==> src/rtl/spi_buf_pkg.sv <==
package spi_buf_pkg;
  typedef struct packed {
    logic cpol;
    logic cpha;
  } spi_mode_t;
endpackage

==> src/rtl/spi_prescaler.sv <==
module spi_prescaler #(
  parameter int DIV_W = 8
) (
  input  logic             clk,
  input  logic             rst_n,
  input  logic             run,
  input  logic [DIV_W-1:0] div,
  output logic             tick
);
  logic [DIV_W-1:0] cnt;

  assign tick = run && (cnt == div);

  always_ff @(posedge clk or negedge rst_n) begin
    if (!rst_n)     cnt <= '0;
    else if (!run)  cnt <= '0;
    else if (tick)  cnt <= '0;
    else            cnt <= cnt + 1'b1;
  end


  tick_wrap_chk: assert property (@(posedge clk) disable iff (!rst_n)
    tick |=> (cnt == '0));
endmodule

==> src/rtl/spi_tx_holder.sv <==
module spi_tx_holder #(
  parameter int DATA_W = 8
) (
  input  logic              clk,
  input  logic              rst_n,
  input  logic              enable,
  input  logic              push,
  input  logic [DATA_W-1:0] push_data,
  input  logic              pop,
  output logic              full,
  output logic [DATA_W-1:0] data
);
  always_ff @(posedge clk or negedge rst_n) begin
    if (!rst_n) begin
      full <= 1'b0;
      data <= '0;
    end else if (!enable) begin
      full <= 1'b0;
    end else if (pop) begin
      full <= 1'b0;
    end else if (push) begin
      full <= 1'b1;
      data <= push_data;
    end
  end


  tx_flush_chk: assert property (@(posedge clk) disable iff (!rst_n)
    !enable |=> !full);

  tx_pop_empties_chk: assert property (@(posedge clk) disable iff (!rst_n)
    (pop && !push) |=> !full);
endmodule

==> src/rtl/spi_rx_holder.sv <==
module spi_rx_holder #(
  parameter int DATA_W = 8
) (
  input  logic              clk,
  input  logic              rst_n,
  input  logic              enable,
  input  logic              done,
  input  logic [DATA_W-1:0] done_word,
  input  logic              take,
  output logic              full,
  output logic [DATA_W-1:0] data,
  output logic              overrun
);
  always_ff @(posedge clk or negedge rst_n) begin
    if (!rst_n) begin
      full    <= 1'b0;
      data    <= '0;
      overrun <= 1'b0;
    end else if (!enable) begin
      full    <= 1'b0;
      overrun <= 1'b0;
    end else if (done) begin
      data <= done_word;
      full <= 1'b1;
      if (full && !take) overrun <= 1'b1;
      else if (take)     overrun <= 1'b0;
    end else if (take) begin
      full    <= 1'b0;
      overrun <= 1'b0;
    end
  end


  overrun_needs_full_chk: assert property (@(posedge clk) disable iff (!rst_n)
    overrun |-> full);

  rx_take_clears_chk: assert property (@(posedge clk) disable iff (!rst_n)
    (take && !done && enable) |=> !full);
endmodule

==> src/rtl/spi_shift_engine.sv <==
module spi_shift_engine
  import spi_buf_pkg::*;
#(
  parameter int DATA_W = 8
) (
  input  logic              clk,
  input  logic              rst_n,
  input  logic              enable,
  input  spi_mode_t         mode,
  input  logic              tick,
  input  logic              load,
  input  logic [DATA_W-1:0] load_data,
  input  logic              miso,
  output logic              busy,
  output logic              done,
  output logic [DATA_W-1:0] word,
  output logic              sclk,
  output logic              mosi
);
  localparam int EDGES = 2 * DATA_W;
  localparam int CW    = $clog2(EDGES);

  logic [CW-1:0]     edge_cnt;
  logic              phase;
  logic [DATA_W-1:0] tx_sh;
  logic [DATA_W-1:0] rx_sh;
  logic              lead, last, sample_now, shift_now;

  assign lead       = !edge_cnt[0];
  assign last       = (edge_cnt == CW'(EDGES - 1));
  assign done       = busy && tick && last;
  assign sample_now = mode.cpha ? !lead : lead;
  assign shift_now  = mode.cpha ? lead : (!lead && !last);
  assign word       = mode.cpha ? {rx_sh[DATA_W-2:0], miso} : rx_sh;
  assign sclk       = mode.cpol ^ phase;

  always_ff @(posedge clk or negedge rst_n) begin
    if (!rst_n) begin
      busy     <= 1'b0;
      edge_cnt <= '0;
      phase    <= 1'b0;
      tx_sh    <= '0;
      rx_sh    <= '0;
      mosi     <= 1'b0;
    end else if (!enable) begin
      busy     <= 1'b0;
      edge_cnt <= '0;
      phase    <= 1'b0;
    end else if (load) begin
      busy     <= 1'b1;
      edge_cnt <= '0;
      phase    <= 1'b0;
      rx_sh    <= '0;
      if (!mode.cpha) begin
        mosi  <= load_data[DATA_W-1];
        tx_sh <= load_data << 1;
      end else begin
        tx_sh <= load_data;
      end
    end else if (busy && tick) begin
      phase    <= ~phase;
      edge_cnt <= edge_cnt + 1'b1;
      if (last) busy <= 1'b0;
      if (sample_now) rx_sh <= {rx_sh[DATA_W-2:0], miso};
      if (shift_now) begin
        mosi  <= tx_sh[DATA_W-1];
        tx_sh <= tx_sh << 1;
      end
    end
  end


  idle_clock_level_chk: assert property (@(posedge clk) disable iff (!rst_n)
    !busy |-> (sclk == mode.cpol));

  done_ends_busy_chk: assert property (@(posedge clk) disable iff (!rst_n)
    (done && !load) |=> !busy);
endmodule

==> src/rtl/spi_buf_master.sv <==
module spi_buf_master
  import spi_buf_pkg::*;
#(
  parameter int DATA_W = 8,
  parameter int DIV_W  = 8
) (
  input  logic              clk,
  input  logic              rst_n,
  input  logic              cfg_enable,
  input  logic              cfg_cpol,
  input  logic              cfg_cpha,
  input  logic [DIV_W-1:0]  cfg_div,
  input  logic              cfg_tx_ie,
  input  logic              cfg_rx_ie,
  input  logic              tx_valid,
  output logic              tx_ready,
  input  logic [DATA_W-1:0] tx_data,
  output logic              rx_valid,
  input  logic              rx_ready,
  output logic [DATA_W-1:0] rx_data,
  output logic              st_tx_empty,
  output logic              st_rx_full,
  output logic              st_busy,
  output logic              st_overrun,
  output logic              irq,
  output logic              sclk,
  output logic              mosi,
  input  logic              miso
);
  spi_mode_t         mode;
  logic              tx_full, push, load, tick, done, take, rx_full;
  logic [DATA_W-1:0] hold_data, done_word;

  assign mode     = '{cpol: cfg_cpol, cpha: cfg_cpha};
  assign tx_ready = cfg_enable && !tx_full;
  assign push     = tx_valid && tx_ready;
  assign load     = cfg_enable && tx_full && (!st_busy || done);
  assign take     = rx_ready && rx_full;

  spi_tx_holder #(.DATA_W(DATA_W)) u_tx (
    .clk(clk), .rst_n(rst_n), .enable(cfg_enable), .push(push),
    .push_data(tx_data), .pop(load), .full(tx_full), .data(hold_data)
  );

  spi_prescaler #(.DIV_W(DIV_W)) u_div (
    .clk(clk), .rst_n(rst_n), .run(st_busy), .div(cfg_div), .tick(tick)
  );

  spi_shift_engine #(.DATA_W(DATA_W)) u_eng (
    .clk(clk), .rst_n(rst_n), .enable(cfg_enable), .mode(mode), .tick(tick),
    .load(load), .load_data(hold_data), .miso(miso), .busy(st_busy),
    .done(done), .word(done_word), .sclk(sclk), .mosi(mosi)
  );

  spi_rx_holder #(.DATA_W(DATA_W)) u_rx (
    .clk(clk), .rst_n(rst_n), .enable(cfg_enable), .done(done),
    .done_word(done_word), .take(take), .full(rx_full), .data(rx_data),
    .overrun(st_overrun)
  );

  assign rx_valid    = rx_full;
  assign st_rx_full  = rx_full;
  assign st_tx_empty = !tx_full;
  assign irq = (cfg_tx_ie && cfg_enable && !tx_full) || (cfg_rx_ie && rx_full);


  irq_cause_chk: assert property (@(posedge clk) disable iff (!rst_n)
    (irq && !cfg_tx_ie) |-> (cfg_rx_ie && st_rx_full));

  load_sets_busy_chk: assert property (@(posedge clk) disable iff (!rst_n)
    (load && cfg_enable) |=> (st_busy || !cfg_enable));
endmodule

==> config.mk <==
export PLATFORM = sky130hd
export DESIGN_NAME = spi_buf_master
export DESIGN_NICKNAME = d
export VERILOG_FILES = /design/src/rtl/spi_buf_pkg.sv /design/src/rtl/spi_prescaler.sv /design/src/rtl/spi_tx_holder.sv /design/src/rtl/spi_rx_holder.sv /design/src/rtl/spi_shift_engine.sv /design/src/rtl/spi_buf_master.sv
export SDC_FILE = /design/constraint.sdc
export NUM_CORES = 1
export LEC_CHECK = 0
export ABC_CLOCK_PERIOD_IN_PS = 1850
export BUFFER_PORTS_ARGS = -buffer_cell sky130_fd_sc_hd__buf_2
export CORE_UTILIZATION = 50
export CTS_CLUSTER_DIAMETER = 100
export DETAILED_ROUTE_END_ITERATION = 12
export PLACE_DENSITY_LB_ADDON = 0.25
export SLEW_MARGIN = 15
export SYNTH_ARGS = -nofsm -noshare
export SYNTH_HDL_FRONTEND = slang
export SYNTH_SLANG_ARGS = --single-unit
==> constraint.sdc <==
create_clock -name clk -period 1.85 [get_ports clk]
set_input_delay 0.185 -clock clk [delete_from_list [all_inputs] [get_ports clk]]
set_output_delay 0.185 -clock clk [all_outputs]
set_load 0.1 [all_outputs]
After elaboration in Yosys (flattened, before gate mapping) --
Index checks and enable logic that the tools add are counted.
Storage, ports and cells: flip-flop bits (word level) 50, bits in latches 0, RAM bits 0, memory bits (read-only) 0, output and inout port bits 17, memories 0
Cells by class: add/subtract/negate cells 2, $mul 0, divide/modulo/power cells 0, order comparisons 0, eq/ne operators 7, shifts and indexed selects 0, muxes and demuxes 36, bitwise gates (word level) 3, reduce and logical (&&, ||, !) cells 29
Operators with widths (number):
- 8-bit 2-to-1 mux | 10
- 1-bit 2-to-1 mux | 23
- 1-bit logical AND | 13
- 4-bit 2-to-1 mux | 3
- 3-bit by 1-bit != test with 1-bit output, second input constant | 4
- 3-bit AND reduction | 3
- 8-bit by 1-bit adder with 8-bit output, second input constant | 1
- 8-bit == test | 1
- 2-bit nonzero test | 3
- 1-bit logical NOT | 5
- 4-bit by 1-bit adder with 4-bit output, second input constant | 1
- 4-bit == test, second input constant | 1
- 2-bit AND reduction | 2
- 4-bit AND reduction | 1
- 1-bit logical OR | 2
- 2-bit != test, second input constant | 1
- 1-bit NOT | 2
- 1-bit bitwise XOR | 1

Longest topological paths before layout --
word-level depth 8, gate-level depth with buffers 7

By module --
Synthesis repeated with hierarchy kept, for this count alone.
Unflattened totals: cell total of the unflattened synthesis 215, area, all modules 2596.2 um2
Modules (own cells, without submodules):
- spi_shift_engine | times used 1, cells each 116, area each 1321.3 um2, sequential area each 575.6 um2
- spi_prescaler | times used 1, cells each 47, area each 491.7 um2, sequential area each 200.2 um2
- spi_rx_holder | times used 1, cells each 23, area each 377.9 um2, sequential area each 250.2 um2
- spi_tx_holder | times used 1, cells each 20, area each 346.6 um2, sequential area each 225.2 um2
- spi_buf_master | times used 1, cells each 9, area each 58.8 um2, sequential area each 0.0 um2

Least setup slack after synthesis --
OpenSTA, ideal clock, no wires.
kind input to output, start in cfg_enable, end out irq, data arrival time 2809 ps, required time 1665 ps, setup slack -1144 ps, cell stages on the path 3, path buffers 1, cells stage by stage clkbuf_1 nor2b_1 a22o_1
Between the ends: longest elaborated chain between the ends 3
Ends and longest elaborated chain:
- start, declared | line spi_buf_master.sv:9 | input logic cfg_enable,
- 1-bit logical AND (2 in series) | line spi_buf_master.sv:64 | assign irq = (cfg_tx_ie && cfg_enable && !tx_full) || (cfg_rx_ie && rx_full);
- 1-bit logical OR | line spi_buf_master.sv:64
- end, declared | line spi_buf_master.sv:25 | output logic irq,
No other way between the ends.

Worst setup path in the final report --
start reg u_div.cnt[1], end reg u_eng.rx_sh[4]
Between the ends: longest elaborated chain between the ends 8, elaborated cells on any way between the ends 10, classes of those cells eq/ne (1); mux (1); reduce/logical (8)
Ends and longest elaborated chain:
- start, declared | line spi_prescaler.sv:10 | logic [DIV_W-1:0] cnt;
- start signal, assigned | line spi_prescaler.sv:18 | else cnt <= cnt + 1'b1;
- 8-bit == test (*) | line spi_prescaler.sv:12 | assign tick = run && (cnt == div);
- 1-bit logical AND (*) | line spi_prescaler.sv:12
- 1-bit logical AND (*) | line spi_shift_engine.sv:31, spi_shift_engine.sv:60
- 1-bit logical AND | line spi_shift_engine.sv:31 | assign done = busy && tick && last;
- 1-bit logical OR | line spi_buf_master.sv:37 | assign load = cfg_enable && tx_full && (!st_busy || done);
- 1-bit logical AND | line spi_buf_master.sv:37
- 2-bit nonzero test (no line)
- 3-bit AND reduction (no line)
- end signal, assigned | line spi_shift_engine.sv:64 | if (sample_now) rx_sh <= {rx_sh[DATA_W-2:0], miso};
- end, declared | line spi_shift_engine.sv:26 | logic [DATA_W-1:0] rx_sh;
Mark *: on every way between the ends. The rest lies on a longest branch, timed or not. A chain may end at the register's enable or synchronous reset.

==> reports/qor.csv <==
stage,metric,value,unit
outcome,status,"finished, violations left",
outcome,violations,setup timing,
logic_synthesis,synth_commonest_cells,"dfrtp_1, mux2i_1, mux2_2",
clock_tree,clk_pin_slew,0.09,ns
placement,hpwl,3470,µm
finish,drive_gt1_share,40.3,%
drt,drt_iter0_markers,113,
clock_tree,cts.sinks,50,
drt,post_drt_wl_per_cell,13.8,µm
setup_path,cp.required,2.03,ns
power_and_ir_drop,power.density,755,nW/µm²
logic_synthesis,synthFlopType,dfrtp_1,
drt,vias_per_cell,5.10,
setup_path,crit_path_end_kind,flip-flop,
placement,gp_congestion,0.782,
logic_synthesis,yosysSeqAreaShare,49.9,%
logic_synthesis,synth_fp_nets,243,
sta,hold_viol_final,0,
logic_synthesis,synth_edf_count,0,
setup_path,slowest_stage,dfrtp_1,
finish,multiInputGateArea,1280,µm²
setup_path,cp_max_fo,8,
drt,wl,4770,µm
setup_path,cp_slowest_stage_delay,0.40,ns
logic_synthesis,synth_area,2510,µm²
die,num_io_pins,43,
worst_hold_path,min_from,tx_data[6],
drt,dr.pass1.iters,4,
drt,vias,1760,
logic_synthesis,synth_cell_type_count,38,
global_routing,grt_pass1_vias,1715,
die,core-area,4790,µm²
sta,relSlewSlack,61.3,%
logic_synthesis,yosys.area.top_type,dfrtp_1,
power_and_ir_drop,vdd_drop_max,0.667,mV
sta,fin_crit,1.93,ns
clock_tree,cts_made_buffers,5,
setup_path,cp.arrival,2.11,ns
clock_tree,cts_tree,done,
die,die_x,72.9,µm
clock_tree,clockRootBuffer,clkbuf_8,
worst_hold_path,holdPathStages,2,
setup_path,rrSetupSlack,-0.08,ns
setup_path,critical_path.cell_chain,xor2_1 > nor4_2 > buf_4 > nor4bb_4 > buf_6 > mux2i_1 > nor2_1,
finish,nets,305,
power_and_ir_drop,p_leak,1.54,nW
finish,n_fill_cell,406,
placement,preCtsSetupSlack,-0.0711,ns
clock_tree,cts-htree-levels,2,
die,die_y,72.9,µm
clock_tree,clockBufferDepth,2,
finish,antenna-diode-count,0,
sta,skew,0.00584,ns
logic_synthesis,yosysWarnings,0,
setup_path,cp-start-kind,flip-flop,
sta,rsz0062_at_grt,yes,
drt,drc,0,
logic_synthesis,synth_area_leaders,"dfrtp_1, mux2i_1, mux2_2",
drt,antenna_left,0,
die,die-area,5310,µm²
sta,slew_violations,0,
logic_synthesis,netlist_instances,215,
logic_synthesis,synthArstFlopShare,100,%
global_routing,track_usage,20.0,%
setup_path,rr_startpoint,u_div.cnt[1],
worst_hold_path,holdPathEnd,u_tx.data[6],
die,rows,25,
setup_path,worstSetupPathType,flip-flop to flip-flop,
placement,portBuffers,42,
sta,fmax,517,MHz
finish,register_area,1250,µm²
sta,finalCritPeriodShare,104,%
setup_path,r2r-end,u_eng.rx_sh[4],
global_routing,globalRouteOverflowTotal,0,
logic_synthesis,synth.most_common_cell,dfrtp_1,
clock_tree,clock_latency,0.30,ns
power_and_ir_drop,fin_total_pwr,2.36,mW
sta,setup_viol,13,
worst_hold_path,hp-class,input port to flip-flop,
sta,fin_ws,-0.0827,ns
global_routing,antenna_found_initial,0,
global_routing,grt_pass1_wl,8000,µm
job,max_cap_violations,0,
sta,worst_slew_pin_slew,0.575,ns
setup_path,startpoint,u_div.cnt[1],
logic_synthesis,netlist.area_leader.share,49.9,%
logic_synthesis,ys_seq_elements,50,
setup_path,ff2ff_path_depth,7,
finish,area_growth,24.4,%
logic_synthesis,avgSynthCellArea,11.7,µm²
die,start_util,52.4,%
global_routing,grt_max_degree,19,
[routing by layer]
metal | GRT usage, % | wire, µm | vias up
met3 | 3.73 | 131 | 6
met2 | 30.9 | 2310 | 30
li1 | - | - | 883
met1 | 28.4 | 2270 | 841
met5 | 0 | 0 | -
met4 | 7.19 | 67 | 0
[layout by cell type, fill, tap and decap left out, types with 2 or more instances in the layout]
cell type	count
a21oi_1	6
nand3_2	2
nand2_2	2
clkinvlp_4	2
and2_1	2
o31ai_1	2
o21ai_0	3
mux2_4	8
and3_1	4
dfrtp_2	2
buf_4	18
clkbuf_8	6
mux2i_1	29
or3_1	4
nor2_1	17
inv_1	4
nand3_1	6
nand2_1	9
o21a_1	2
nor4_2	2
ha_1	2
dfrtp_1	48
xor2_1	13
nor2b_1	5
mux2_2	16
buf_2	42
[registers in the layout, summed over array words and instances (netlist names)]
| name | count |
|---|---|
| u_tx.data | 8 |
| u_eng.phase | 1 |
| u_tx.full | 1 |
| u_rx.full | 1 |
| u_eng.tx_sh | 8 |
| u_eng.rx_sh | 8 |
| u_eng.mosi | 1 |
| u_rx.data | 8 |
| u_div.cnt | 8 |
| u_eng.edge_cnt | 4 |
| u_rx.overrun | 1 |
| u_eng.busy | 1 |
[cell families after synthesis]
family / after synthesis / synth area share, %
DFF: 50 / 49.9
adders and majority gates: 2 / 0.997
muxes: 53 / 22.3
and+or+nand+nor: 62 / 13.8
AOI/OAI and AO/OA: 20 / 5.38
buffers and inverters: 13 / 2.44
xor gates and xnor gates: 15 / 5.23
[metrics by stage]
| step | cell area, µm² | util, % | TNS (ns) | cells | hold WS, ns |
|---|---|---|---|---|---|
| after CTS | 3100 | 64.7 | -1.28 | 344 | 0.103 |
| after floorplan | 2580 | - | -0.951 | 215 | -0.111 |
| after global routing | 3120 | 65.3 | -2.61 | 345 | 0.0994 |
| after global placement | 2980 | 62.3 | -0.580 | 334 | 0.127 |
| final | 3120 | 65.3 | -0.575 | 345 | 0.112 |
| after detailed placement | 2980 | 62.3 | -0.896 | 334 | 0.130 |
[power breakdown]
group / internal, mW / total [mW] / switching [mW] / leakage, nW
clock: 0.301 / 0.660 / 0.359 / 0.0472
combinational: 0.166 / 0.424 / 0.258 / 0.836
sequential: 1.20 / 1.28 / 0.0710 / 0.655
[critical path, delay by kind of cell, from the launching register on]
kind                      cells  cell delay (ns)
and+or+nand+nor               3             0.67
DFF                           1             0.40
buffers and inverters         2             0.39
muxes                         1             0.21
xor gates and xnor gates      1             0.15
[cell type report]
cell class              instances  area share [%]
multi-input cells             152            41.0
inverters                       5           0.721
well taps                      67            2.68
flip-flops and latches         50            40.1
clock inverters                 2           0.401
repair buffers                 63            12.4
clock buffers                   6            2.64
[timing repair]
action	in CTS	in global routing
hold buffers	1	0
setup buffers	1	1
pin swaps	2	3
endpoints found under the setup margin	24	32
hold endpoints to repair	15	0
resized for setup	1	3
[worst max path at each step]
stage | endpoint | slack, ns | cells after the start
4_1_cts | u_eng.edge_cnt[0] | -0.11 | 6
2_1_floorplan | u_rx.data[0] | -0.11 | 5
3_5_place_dp | u_eng.edge_cnt[0] | -0.07 | 6
5_1_grt | u_eng.rx_sh[2] | -0.16 | 7
3_3_place_gp | u_eng.rx_sh[4] | -0.06 | 7
6_report | u_eng.rx_sh[4] | -0.08 | 7
(Power assumes the default switching activity.)
